[config.mk]
export PLATFORM = sky130hd
export DESIGN_NAME = dma_wreq_ctrl
export DESIGN_NICKNAME = d
export VERILOG_FILES = /design/src/rtl/dma_wreq_pkg.sv /design/src/rtl/dma_wreq_status.sv /design/src/rtl/dma_wreq_blk_seq.sv /design/src/rtl/dma_wreq_level.sv /design/src/rtl/dma_wreq_ctrl.sv
export SDC_FILE = /design/constraint.sdc
export NUM_CORES = 1
export LEC_CHECK = 0
export ABC_CLOCK_PERIOD_IN_PS = 6900
export BUFFER_PORTS_ARGS = -buffer_cell sky130_fd_sc_hd__buf_2
export CORE_MARGIN = 8
export CORE_UTILIZATION = 45
export DETAILED_ROUTE_END_ITERATION = 8
export PLACE_DENSITY = 0.69
export SYNTH_ARGS = -nofsm -noshare
export SYNTH_HDL_FRONTEND = slang
export SYNTH_SLANG_ARGS = --single-unit
[constraint.sdc]
create_clock -name clk -period 6.9 [get_ports clk]
set_input_delay 2.07 -clock clk [delete_from_list [all_inputs] [get_ports clk]]
set_output_delay 2.07 -clock clk [all_outputs]
set_load 0.005 [all_outputs]
[src/rtl/dma_wreq_pkg.sv]
package dma_wreq_pkg;
  localparam int BLEN_W = 11;
  localparam int WRD_W  = BLEN_W - 1;

  // Words of 32 bits needed for a block, rounded up; zero bytes counts as one word.
  function automatic logic [WRD_W-1:0] blk_words(input logic [BLEN_W-1:0] nbytes);
    logic [BLEN_W:0] padded;
    padded = {1'b0, nbytes} + 3;
    if (padded[BLEN_W:2] == '0) blk_words = 1;
    else                        blk_words = padded[BLEN_W:2];
  endfunction
endpackage

[src/rtl/dma_wreq_status.sv]
module dma_wreq_status (
  input  logic       clk,
  input  logic       rst_n,
  input  logic       cmd_start,
  input  logic       cmd_resp,
  input  logic       xfer_done,
  input  logic [1:0] irq_clr,
  output logic       start_ok,
  output logic       stop_ok,
  output logic       active,
  output logic       irq_cmd,
  output logic       irq_xfer
);
  logic active_q, active_d;
  logic cmd_q, cmd_d;
  logic xfr_q, xfr_d;
  logic en;

  assign start_ok = cmd_start & ~active_q;
  assign stop_ok  = xfer_done & active_q;

  always_comb begin
    active_d = active_q;
    if (start_ok)     active_d = 1'b1;
    else if (stop_ok) active_d = 1'b0;

    cmd_d = cmd_q;
    if (irq_clr[0])              cmd_d = 1'b0;
    if (cmd_resp && active_q)    cmd_d = 1'b1;

    xfr_d = xfr_q;
    if (irq_clr[1])              xfr_d = 1'b0;
    if (stop_ok)                 xfr_d = 1'b1;
  end

  assign en = start_ok | stop_ok | cmd_resp | (|irq_clr);

  always_ff @(posedge clk or negedge rst_n) begin
    if (!rst_n) begin
      active_q <= 1'b0;
      cmd_q    <= 1'b0;
      xfr_q    <= 1'b0;
    end else if (en) begin
      active_q <= active_d;
      cmd_q    <= cmd_d;
      xfr_q    <= xfr_d;
    end
  end

  assign active   = active_q;
  assign irq_cmd  = cmd_q;
  assign irq_xfer = xfr_q;
endmodule

[src/rtl/dma_wreq_blk_seq.sv]
module dma_wreq_blk_seq
  import dma_wreq_pkg::*;
#(
  parameter int CNT_W = 16
) (
  input  logic             clk,
  input  logic             rst_n,
  input  logic             start,
  input  logic             stop,
  input  logic             active,
  input  logic [CNT_W-1:0] blk_count,
  input  logic [WRD_W-1:0] words,
  input  logic             space_ok,
  input  logic             wr_valid,
  output logic             req,
  output logic             wr_acc
);
  logic             req_q,  req_d;
  logic             open_q, open_d;
  logic [WRD_W-1:0] wcnt_q, wcnt_d;
  logic [CNT_W-1:0] left_q, left_d;
  logic             launch, en;

  assign wr_acc = open_q & wr_valid;
  assign launch = active & ~open_q & (left_q != '0) & space_ok & ~stop;

  always_comb begin
    req_d  = req_q;
    open_d = open_q;
    wcnt_d = wcnt_q;
    left_d = left_q;
    if (stop) begin
      req_d  = 1'b0;
      open_d = 1'b0;
      wcnt_d = '0;
      left_d = '0;
    end else if (start) begin
      req_d  = 1'b0;
      open_d = 1'b0;
      wcnt_d = '0;
      left_d = blk_count;
    end else begin
      if (launch) begin
        req_d  = 1'b1;
        open_d = 1'b1;
        wcnt_d = '0;
        left_d = left_q - 1'b1;
      end
      if (wr_acc) begin
        req_d = 1'b0;
        if ((wcnt_q + 1'b1) == words) begin
          open_d = 1'b0;
          wcnt_d = '0;
        end else begin
          wcnt_d = wcnt_q + 1'b1;
        end
      end
    end
  end

  assign en = stop | start | launch | wr_acc;

  always_ff @(posedge clk or negedge rst_n) begin
    if (!rst_n) begin
      req_q  <= 1'b0;
      open_q <= 1'b0;
      wcnt_q <= '0;
      left_q <= '0;
    end else if (en) begin
      req_q  <= req_d;
      open_q <= open_d;
      wcnt_q <= wcnt_d;
      left_q <= left_d;
    end
  end

  assign req = req_q;
endmodule

[src/rtl/dma_wreq_level.sv]
module dma_wreq_level #(
  parameter int DEPTH = 512,
  localparam int LVL_W = $clog2(DEPTH + 1)
) (
  input  logic             clk,
  input  logic             rst_n,
  input  logic             inc,
  input  logic             drain,
  output logic [LVL_W-1:0] level
);
  logic [LVL_W-1:0] lvl_q, lvl_d;
  logic             dec, en;

  assign dec = drain & (lvl_q != '0);
  assign en  = inc ^ dec;

  always_comb begin
    lvl_d = lvl_q;
    if (inc && !dec)      lvl_d = lvl_q + 1'b1;
    else if (dec && !inc) lvl_d = lvl_q - 1'b1;
  end

  always_ff @(posedge clk or negedge rst_n) begin
    if (!rst_n)  lvl_q <= '0;
    else if (en) lvl_q <= lvl_d;
  end

  assign level = lvl_q;
endmodule

[src/rtl/dma_wreq_ctrl.sv]
module dma_wreq_ctrl
  import dma_wreq_pkg::*;
#(
  parameter int DEPTH = 512,
  parameter int CNT_W = 16,
  localparam int LVL_W = $clog2(DEPTH + 1)
) (
  input  logic              clk,
  input  logic              rst_n,
  input  logic [BLEN_W-1:0] cfg_blk_bytes,
  input  logic [CNT_W-1:0]  cfg_blk_count,
  input  logic              cmd_start,
  input  logic              cmd_resp,
  input  logic              wr_valid,
  input  logic              drain,
  input  logic              xfer_done,
  input  logic [1:0]        irq_clr,
  output logic              dma_req_n,
  output logic              xfer_active,
  output logic [LVL_W-1:0]  buf_level,
  output logic              irq_cmd_done,
  output logic              irq_xfer_done
);
  logic             start_ok, stop_ok, active;
  logic [WRD_W-1:0] words;
  logic             space_ok, req, wr_acc;
  logic [LVL_W-1:0] level;

  assign words    = blk_words(cfg_blk_bytes);
  assign space_ok = (DEPTH - int'(level)) >= int'(words);

  dma_wreq_status u_status (
    .clk       (clk),
    .rst_n     (rst_n),
    .cmd_start (cmd_start),
    .cmd_resp  (cmd_resp),
    .xfer_done (xfer_done),
    .irq_clr   (irq_clr),
    .start_ok  (start_ok),
    .stop_ok   (stop_ok),
    .active    (active),
    .irq_cmd   (irq_cmd_done),
    .irq_xfer  (irq_xfer_done)
  );

  dma_wreq_blk_seq #(.CNT_W(CNT_W)) u_seq (
    .clk       (clk),
    .rst_n     (rst_n),
    .start     (start_ok),
    .stop      (stop_ok),
    .active    (active),
    .blk_count (cfg_blk_count),
    .words     (words),
    .space_ok  (space_ok),
    .wr_valid  (wr_valid),
    .req       (req),
    .wr_acc    (wr_acc)
  );

  dma_wreq_level #(.DEPTH(DEPTH)) u_level (
    .clk   (clk),
    .rst_n (rst_n),
    .inc   (wr_acc),
    .drain (drain),
    .level (level)
  );

  assign dma_req_n   = ~req;
  assign xfer_active = active;
  assign buf_level   = level;
endmodule

# Word level (Yosys, flattened, before mapping)
# Cells that the tools add are included.
# classes
n_addsub	6
order_cmp	1
n_eq_ne	1
muxes	26
bitwise	18
n_reduce_logical	21
# op_table
op	n
10-bit 2-to-1 mux	8
16-bit 2-to-1 mux	3
10-bit by 1-bit adder with 10-bit output (second input constant)	2
16-bit nonzero test	1
16-bit by 1-bit subtractor with 16-bit output (second input constant)	1
1-bit 2-to-1 mux	15
11-bit by 2-bit adder with 12-bit output (second input constant)	1
2-bit AND reduction	6
11-bit greater-or-equal comparator	1
10-bit by 10-bit subtractor with 11-bit output (first input constant)	1
10-bit == test	1
10-bit logical NOT	1
10-bit nonzero test	1
10-bit by 1-bit subtractor with 10-bit output (second input constant)	1
1-bit AND	8
2-bit nonzero test	4
1-bit bitwise OR	5
1-bit NOT	4
4-bit nonzero test	1
1-bit logical AND	3
3-bit nonzero test	1
1-bit logical NOT	2
2-bit OR reduction	1
1-bit XOR	1
# totals
reg_bits	41
inputBits	36
out_inout_bits	14
word_cells	81

# Logic depth before layout (Yosys ltp)
# depth
depth_word	11
mapped_depth	14
mapped_depth_nobuf	14

# Hierarchy
# A second synthesis with hierarchy kept.
# unflattened
hier_cells	412
hier_area_um2	3524.6
# modules_own_cells
mod	instances	cells_per_inst	area_each_um2
dma_wreq_blk_seq	1	226	1939.4
dma_wreq_level	1	90	853.3
dma_wreq_ctrl	1	84	603.1
dma_wreq_status	1	12	128.9

# Worst setup path before layout
# Ideal clock, no wire load.
# synth_path
path_type	input -> register
startpoint	input port cfg_blk_bytes[4]
endpoint	register u_seq.left_q[1]
setup_ns	0.121
arrival_time_ns	4.556
t_required_ns	6.779
slack_ns	2.223
stages	13
path_cell_list	clkbuf_1 > nand4_1 > nor4_1 > nor2_1 > ha_1 > a21o_1 > a31o_2 > a21oi_1 > a21o_1 > buf_6 > buf_4 > nand2_1 > a22o_1
# synth_between
elab_chain_len	9
word_cells_on_any_way	10
classes_between	1 x add/sub; 1 x order compare; 1 x mux; 4 x bitwise; 3 x reduce/logical
# synth_rtl
item	line_no	rtl
from (decl)	dma_wreq_ctrl.sv:10	input logic [BLEN_W-1:0] cfg_blk_bytes,
11-bit by 2-bit adder with 12-bit output (*)	dma_wreq_pkg.sv:8	padded = {1'b0, nbytes} + 3;
10-bit logical NOT	dma_wreq_pkg.sv:9	if (padded[BLEN_W:2] == '0) blk_words = 1;
10-bit 2-to-1 mux (*)	dma_wreq_pkg.sv:9	
11-bit greater-or-equal comparator (*)	dma_wreq_ctrl.sv:30	assign space_ok = (DEPTH - int'(level)) >= int'(words);
1-bit AND (*) (2 in series)	dma_wreq_blk_seq.sv:25	assign launch = active & ~open_q & (left_q != '0) & space_ok & ~stop;
1-bit bitwise OR (2 in series)	dma_wreq_blk_seq.sv:61	assign en = stop | start | launch | wr_acc;
2-bit AND reduction (no line) (*)	-	
to (signal assigned)	dma_wreq_blk_seq.sv:73	left_q <= left_d;
to (decl)	dma_wreq_blk_seq.sv:21	logic [CNT_W-1:0] left_q, left_d;
# Every way passes the cells marked *; elsewhere a longest branch is shown, timed or not.
# A chain may end at the register's enable or synchronous reset.

# Final worst setup path
# layout_path
startpoint	input port cfg_blk_bytes[3]
endpoint	register u_seq.left_q[12]
# Same word-level chain as after synthesis.

==> metrics <==
Worst Tran Pin Value=1.21 ns; RSZ-0062 raised after global routing=false; Req. time, crit path=7.09 ns; gr ovfl total=0; CTS Sinks=41; drt pass-1 iters=4; Worst Hold Path Cells=2; Longest Clk Path Bufs=2; Final Hold Fails=0; CP Launch Type=input port; first-pass GRT wire length=13,500 µm; top cells by area, synth=dfrtp_1 31%, ha_1 7.9%, xnor2_1 5.8%, nand2_1 4.3%, o21ai_0 3.3%; Layout Nets=484; Post-CTS Setup Bufs=0; CP max FO=22; vias in the first global route=2,908; Final GP Congestion=0.844; layout cell share with drive strength beyond 1=0.162; Vias per Instance=5.79; fraction of registers with async set/reset=1.00; area grow syn2layout=11.7%; I/O pins=50; Fin Setup TNS=0 ns; VDD IR-drop max=134 µV; Root Driver=clkbuf_8; PD cells=339 nW/µm²; Synth cell types=68; R2R cell count=12; mapped cell area=3320 µm²; Seq/Total Area, Yosys=0.309; post-route core utilization=0.514; Reg clk slew, reported paths=0.09 ns; Setup-failing EPs final=0; post-route ant nets=0; Synth Flop Type=dfrtp_1; min Tclk post-route=4.93 ns; Initial Util=0.460; slowest stage cell, crit path=a21o_1; leakage power=1.62 nW; status=complete, no violations; Row Count=31; Yosys top cell by area=dfrtp_1; max-cap violations=0; CTS Hold Bufs=0; Setup CP Type=in -> reg; CTS tree=built; Crit. End Element=flip-flop; most numerous cell in the Yosys netlist=dfrtp_1; wire per inst=15.4 µm; HP Class=reg -> reg; Synthesis Warnings=0; CP cell instances=buf_2 > o211ai_1 > nor4_1 > nor2_1 > ha_1 > a21o_1 > a31o_2 > a21oi_1 > a21o_1 > nor2_1 > a221o_1; chip width=102 µm; share of the synthesized area in the top cell type=0.309; Post-synth EDFFs=0; antenna violations before repair=0; Buffers on Ports=49; Layout Skew=0.00791 ns; 1st-iter DRT viols=175; Antenna diodes=0; period utilization=0.714; core area=7210 µm²; Gates resized, CTS repair=0; DRC Markers=0; data arrival time of the critical path=5.11 ns; Pins Over Slew Limit=0; gr usage total=0.161; Worst-Skew Late Latency=0.30 ns; CTS buffer count=5; Die ar.=10,400 µm²; Syn Nets=442; Post-Synthesis Cells=384; dpl hpwl=5960 µm; slowest stage delay, CP=0.64 ns; WL final=8100 µm; flops & latches, synth=41; max_slew headroom=0.188; Peak Freq=203 MHz; Die Ht=102 µm; # H-tree levels=2; Via Count=3,039; commonest cells in the netlist=41 x dfrtp_1, 38 x nand2_1, 27 x nor2_1; pin count of the biggest net entering global routing=42; syn_area_per_cell=8.65 µm²
[layout by cell type (no fill, tap or decap), drive strengths merged, types with 8 or more instances in the layout]
cell / netlist / final
a21oi: 13 / 13
xor2: 11 / 11
inv: 16 / 16
nor3: 15 / 15
o211ai: 8 / 8
nand2: 38 / 38
ha: 21 / 21
nor2: 27 / 27
xnor2: 22 / 22
o21ai: 25 / 25
buf: 6 / 49
nor4: 11 / 11
dfrtp: 41 / 41
nand3: 18 / 18
[flip-flops by register name (all words and copies together), names as in the netlist]
signal / cells
u_level.level: 10
u_status.active: 1
u_seq.left_q: 16
u_seq.wcnt_q: 10
u_status.irq_cmd: 1
u_status.irq_xfer: 1
u_seq.req: 1
u_seq.open_q: 1
[cell families (layout without fill, tap and decap cells)]
group | Yosys count | in the layout | synth area share
buffers and inverters | 30 | 72 | 0.0395
and+or+nand+nor | 150 | 150 | 0.236
xor gates and xnor gates | 34 | 34 | 0.0938
AOI/OAI and AO/OA | 105 | 105 | 0.230
adders and majority gates | 22 | 22 | 0.0851
muxes | 2 | 2 | 0.00640
DFF | 41 | 41 | 0.309
[layout make-up]
class / instances / area (µm²)
Fill cell: 709 / 3500
Multi-Input combinational cell: 313 / 2160
Sequential cell: 41 / 1030
Timing Repair Buffer: 49 / 245
Tap cell: 99 / 124
Clock buffer: 6 / 82.6
Inverter: 16 / 60.1
Clock inverter: 1 / 7.51
[through the flow]
stage               area, µm²  power (mW)  setup WS, ns  hold WS, ns  instances
floorplan                3320       0.917          2.22        0.477        384
global placement         3620        1.07          1.83        0.497        518
detailed placement       3620        1.09          1.69        0.504        518
CTS                      3710        1.26          2.02        0.529        525
global route             3710        1.38          1.74        0.558        525
finish                   3710        1.26          1.97        0.524        525
[final timing paths]
kind | startpoint | endpoint | slack, ns
worst max-delay path | cfg_blk_bytes[3] | u_seq.left_q[12] | 1.97
worst min-delay path | u_status.irq_xfer | u_status.irq_xfer | 0.52
worst max register to register | u_level.level[0] | u_seq.left_q[12] | 3.04
worst min register to register | u_status.irq_xfer | u_status.irq_xfer | 0.52
max in group asynchronous | rst_n | u_level.level[6] | 4.41
min in group asynchronous | rst_n | u_seq.wcnt_q[2] | 1.90
[worst max-delay path: cells and delay by family]
kind	cells	cell delay [ns]
AOI/OAI and AO/OA	6	1.89
and+or+nand+nor	3	0.70
adders and majority gates	1	0.31
buffers and inverters	1	0.14
[layer usage]
| metal | track usage | share of wire |
|---|---|---|
| met4 | 0.0542 | 0.013 |
| met2 | 0.263 | 0.48 |
| met3 | 0.0313 | 0.047 |
| met1 | 0.207 | 0.46 |
| met5 | 0 | 0 |
[power breakdown]
part,internal (mW),switching [mW],leakage [nW]
logic,0.301,0.386,1.05
registers,0.307,0.0933,0.528
clock network,0.0792,0.0896,0.0433
(Power assumes the default switching activity.)
